===== src/rtl/hdr_ratio_detect.sv =====
module hdr_ratio_detect #(
  parameter int DATA_W  = 32,
  parameter int ENC_IDX = 69,
  parameter int ENC_LSB = 2,
  parameter int CMP_IDX = 229,
  parameter int CMP_BIT = 1,
  localparam int IDX_W  = $clog2(CMP_IDX + 2)
) (
  input  logic              clk,
  input  logic              rst_n,
  input  logic              clr,
  input  logic              in_valid,
  input  logic [DATA_W-1:0] in_data,
  input  logic              in_last,
  input  logic              wide_sel,
  output logic [1:0]        ratio,
  output logic              enc_flag,
  output logic              cmp_flag,
  output logic              res_valid,
  output logic              short_err
);

  logic [IDX_W-1:0] idx;
  logic             enc_hit;
  logic             busy;

  wire take    = in_valid && busy && !clr;
  wire at_enc  = take && (idx == IDX_W'(ENC_IDX));
  wire at_cmp  = take && (idx == IDX_W'(CMP_IDX));
  wire cut     = busy && !clr && in_last && !at_cmp;
  wire new_cmp = ~in_data[CMP_BIT];
  wire new_enc = |in_data[ENC_LSB+1:ENC_LSB];

  logic [1:0] new_ratio;
  always_comb begin
    if (!enc_hit && !new_cmp) new_ratio = 2'd0;
    else new_ratio = (new_cmp ? 2'd2 : 2'd1) + {1'b0, wide_sel};
  end

  always_ff @(posedge clk or negedge rst_n) begin
    if (!rst_n) begin
      idx       <= '0;
      enc_hit   <= 1'b0;
      busy      <= 1'b1;
      ratio     <= 2'd0;
      enc_flag  <= 1'b0;
      cmp_flag  <= 1'b0;
      res_valid <= 1'b0;
      short_err <= 1'b0;
    end else if (clr) begin
      idx       <= '0;
      enc_hit   <= 1'b0;
      busy      <= 1'b1;
      ratio     <= 2'd0;
      enc_flag  <= 1'b0;
      cmp_flag  <= 1'b0;
      res_valid <= 1'b0;
      short_err <= 1'b0;
    end else begin
      res_valid <= at_cmp;
      if (take) idx <= idx + 1'b1;
      if (at_enc) enc_hit <= new_enc;
      if (at_cmp) begin
        busy     <= 1'b0;
        ratio    <= new_ratio;
        enc_flag <= enc_hit;
        cmp_flag <= new_cmp;
      end
      if (cut) begin
        busy      <= 1'b0;
        short_err <= 1'b1;
      end
    end
  end

endmodule


===== config.mk =====
export PLATFORM = sky130hd
export DESIGN_NAME = hdr_ratio_detect
export DESIGN_NICKNAME = d
export VERILOG_FILES = /design/src/rtl/hdr_ratio_detect.sv
export SDC_FILE = /design/constraint.sdc
export NUM_CORES = 1
export LEC_CHECK = 0
export BUFFER_PORTS_ARGS = -buffer_cell sky130_fd_sc_hd__buf_2
export CAP_MARGIN = 20
export CORE_UTILIZATION = 45
export CTS_BUF_LIST = sky130_fd_sc_hd__clkbuf_4 sky130_fd_sc_hd__clkbuf_8
export DETAILED_ROUTE_END_ITERATION = 12
export PLACE_DENSITY_LB_ADDON = 0.1
export SKIP_LAST_GASP = 1
export SLEW_MARGIN = 30
export SYNTH_ARGS = -nofsm -noshare
export SYNTH_HDL_FRONTEND = slang
export SYNTH_SLANG_ARGS = --single-unit

===== constraint.sdc =====
create_clock -name clk -period 2.25 [get_ports clk]
set_clock_uncertainty 0.05 [all_clocks]
set_input_delay 0.225 -clock clk [delete_from_list [all_inputs] [get_ports clk]]
set_output_delay 0.225 -clock clk [all_outputs]
set_load 0.05 [all_outputs]

==> summary by stage <==
Status
The run finished with clean final reports.

STA
The actual transition at the worst max-transition pin is 0.365 ns. Setup violations remaining at the end of the flow were counted as 0. Setup repair after global routing left no endpoint under its margin.

The number of endpoints with negative hold slack in the final report is 0. The final number of max-transition violations was 0. For the final routed database, the setup TNS stands at 0 ns. Timing would allow up to 497 MHz. The worst slew margin relative to its limit is 75.6%. The least setup slack across all paths after layout is 0.238 ns. The clock period minus worst slack is 2.01 ns. The final worst-path cycle share is 89.4%.

Synth
After Yosys synthesis, and, or, nand and nor cells account for 23.7% of the synthesized area. The synthesized area per cell is 10.6 um^2. The number of warnings issued by yosys is 0. The number of register bits inferred by synthesis is 16. The netlist area before placement is 797 um^2. The portion of netlist area occupied by mux cells is 6.75%. The adder and majority cell fraction of the synthesized area is 4.71%. Sequential elements use 50.4% of the synthesized area. The synthesized netlist net count is 116. The count of unique library cells instantiated by Yosys is 28. Of the total synthesized cell area, the portion taken by XOR and XNOR cells is 2.20%. After synthesis, the largest family of logic cells by area is simple AND/OR/NAND/NOR gates. The cell count after synthesis came out at 75. The synthesized netlist devotes 10.4% of its cell area to compound gates.

Run
The max capacitance violation total is 0.

Placed design
The count of buffers from port buffering is 14. The worst slack at placement is 0.230 ns. The congestion estimate from routability-driven global placement came to 0.697.

The HPWL after detailed placement is 1040 um.

Setup path
The total buffers and inverters traversed by the critical path is 1. The capture point of the worst reg-to-reg path is ratio[1]. On the critical path, the stage with the largest delay is an instance of or4b_4. The critical path is of the reg2reg type. The largest single stage delay on the critical path is 0.48 ns.

The nature of the critical path startpoint is a flop. The sort of element at the end of the critical path is a flop. In this run the critical register-to-register path is launched from idx[1]. In this design, the largest share of critical-path delay is due to simple AND/OR/NAND/NOR gates.

In this run the register-to-register setup slack is 0.24 ns. The required time at the worst-slack endpoint is 2.39 ns. The highest fanout seen on the critical path is 7. The critical path goes through inv_1 -> ha_1 -> or4b_4 -> nor3_4 -> mux2_2. The signal arrival time at the worst endpoint is 2.15 ns.

The length in cells of the worst reg-to-reg path is 5.

Die
The core region is 1580 um^2. The width of the die is 44.1 um. For this configuration, the core starts out at a cell density of 50.6%. The cell row count is 14. The top-level I/O count is 44. The overall die height is 44.1 um. The die footprint is 1940 um^2.

Routing
Using the TritonRoute via totals, the vias-per-cell ratio works out to 5.65. In the routed design, unresolved DRC markers number 0. The final layout contains routed wiring with a total length of 1500 um. The number of DRC violations after detailed-routing iteration 0 is 4. The detailed router placed 621 vias in this run. The wire length per cell is 13.6 um.

The number of iterations in the first detailed-routing pass is 6. The number of nets with antenna violations after routing is 0.

Clocking
After clock tree synthesis, the clock-pin slew on the worst setup and hold paths is 0.10 ns. Counting along the longest clock path gives a buffer depth of 2. The post-cts resize count is 0. CTS built an H-tree with a depth of 1. TritonCTS built the clock tree. At the later pin of the worst-skew pair, clock insertion delay measures 0.29 ns. The number of clock sinks seen by CTS is 16. The tree is rooted in a clkbuf_4.

The number of clock buffers added by TritonCTS is 3.

Global routing
The number of global-route vias before repair was 606. The maximum number of pins on one net before global-route repair is 18. The initial antenna violation count came to 0. The first global-routing pass estimated 2640 um of wire.

Global routing used 19.4% of the available tracks. The overflow left after global routing is 0.

Cells and area
Summing all flip-flop and latch instances after layout gives 402 um^2. Cells with a size suffix above 1 make up 26.6% of the layout. The footprint of the multi-input gates is 380 um^2. Fill cells in the final layout number 150. The repair_antennas step left the layout with diodes totalling 0. The library cell used most frequently in the layout, excluding fill and tap cells, is dfrtp_1. Compared with the post-synthesis result, the final layout area differs by 17.6%. At the end of the flow, the number of nets in the layout was 136.

For this run, the share of the core covered by cells in the final layout is 59.4%. The library cells used most frequently in the layout, excluding fill and tap cells, are dfrtp_1 (15), buf_2 (14), a21oi_1 (6), nand2_1 (5).

Power
Across the VDD grid, the largest voltage drop is 0.404 mV. The overall power is 554 uW. The analysis attributes to cell leakage a power of 0.000447 uW. The power density over the cells is 591 nW/um^2.

Min path
The path with the worst hold slack has its endpoint at cmp_flag. The path class of the lowest-slack min-delay path is in2reg. The hold path depth is 2. The worst hold path begins at in_data[1].
==> Yosys cell counts <==
cell type / n / area share (%)
nand3_1: 3 / 1.9
nor2_1: 4 / 1.9
o22ai_1: 1 / 0.79
nor2b_1: 3 / 2.4
nor3_4: 1 / 2.0
nand2_1: 5 / 2.4
xor2_1: 2 / 2.2
clkbuf_1: 1 / 0.47
and2b_1: 1 / 0.94
or4b_4: 1 / 1.7
nor4_1: 1 / 0.79
o21bai_1: 1 / 0.94
nor3_1: 1 / 0.63
a21oi_1: 6 / 3.8
ha_1: 3 / 4.7
inv_1: 3 / 1.4
nand3b_1: 1 / 0.94
nand4_1: 1 / 0.79
dfrtp_1: 15 / 47
nand2b_1: 4 / 3.1
o31ai_1: 2 / 1.9
a311oi_1: 1 / 1.1
o21ai_0: 3 / 1.9
or4_1: 2 / 1.9
mux2_2: 3 / 4.2
or3_1: 3 / 2.4
mux2i_1: 2 / 2.5
dfstp_2: 1 / 3.3
==> final cells by class <==
cell class | count | area share [%]
Sequential cell | 16 | 42.9
Clock buffer | 4 | 3.87
Tap cell | 16 | 2.14
Inverter | 3 | 1.20
Multi-Input combinational cell | 55 | 40.6
Timing Repair Buffer | 16 | 9.35
==> sequential cells by signal, indices dropped and copies added, names as in the netlist <==
register / flops
short_err: 1
enc_flag: 1
enc_hit: 1
res_valid: 1
ratio: 2
busy: 1
idx: 8
cmp_flag: 1
==> routing by layer <==
metal	vias up	routed length (um)	track usage, %
met2	12	751	30.9
met4	0	0	7.27
met5	-	0	0
li1	310	-	-
met1	299	679	23.1
met3	0	68	8.57
==> worst max-delay path by stage <==
stage | from | to | cells past startpoint | slack (ns)
after floorplan | idx[1] | enc_flag | 5 | 0.39
after global placement | idx[1] | ratio[1] | 5 | 0.25
after detailed placement | idx[1] | enc_flag | 5 | 0.23
after CTS | idx[1] | enc_flag | 5 | 0.21
after global routing | idx[1] | ratio[1] | 5 | 0.14
final | idx[1] | ratio[1] | 5 | 0.24
==> metrics by stage <==
step | instances | hold slack (ns) | cell area (um^2)
global placement | 105 | 0.110 | 891
CTS | 110 | 0.0564 | 937
detailed placement | 105 | 0.109 | 891
global route | 110 | 0.0725 | 937
floorplan | 75 | -0.121 | 797
finish | 110 | 0.0668 | 937
==> power by group <==
group | internal, uW | leakage (uW) | switching, uW
clock | 98.7 | 0.0000210 | 100
sequential | 295 | 0.000217 | 8.49
combinational | 21.3 | 0.000209 | 30.7
total | 415 | 0.000447 | 139
==> worst reg2reg max path, cell delays in order (launching register included) <==
cell     delay, ns
dfrtp_1       0.44
inv_1         0.07
ha_1          0.13
or4b_4        0.48
nor3_4        0.36
mux2_2        0.38
==> timing repair <==
item	CTS	global route
buffers inserted	0	0
hold endpoints to repair	15	0
hold buffers	1	0
==> cells by family after synthesis <==
group,Yosys count
buffers and inverters,4
muxes,5
DFF,16
AOI/OAI and AO/OA,14
xor gates and xnor gates,2
and+or+nand+nor,31
adders and majority gates,3
Power figures use the tool's default switching activity.
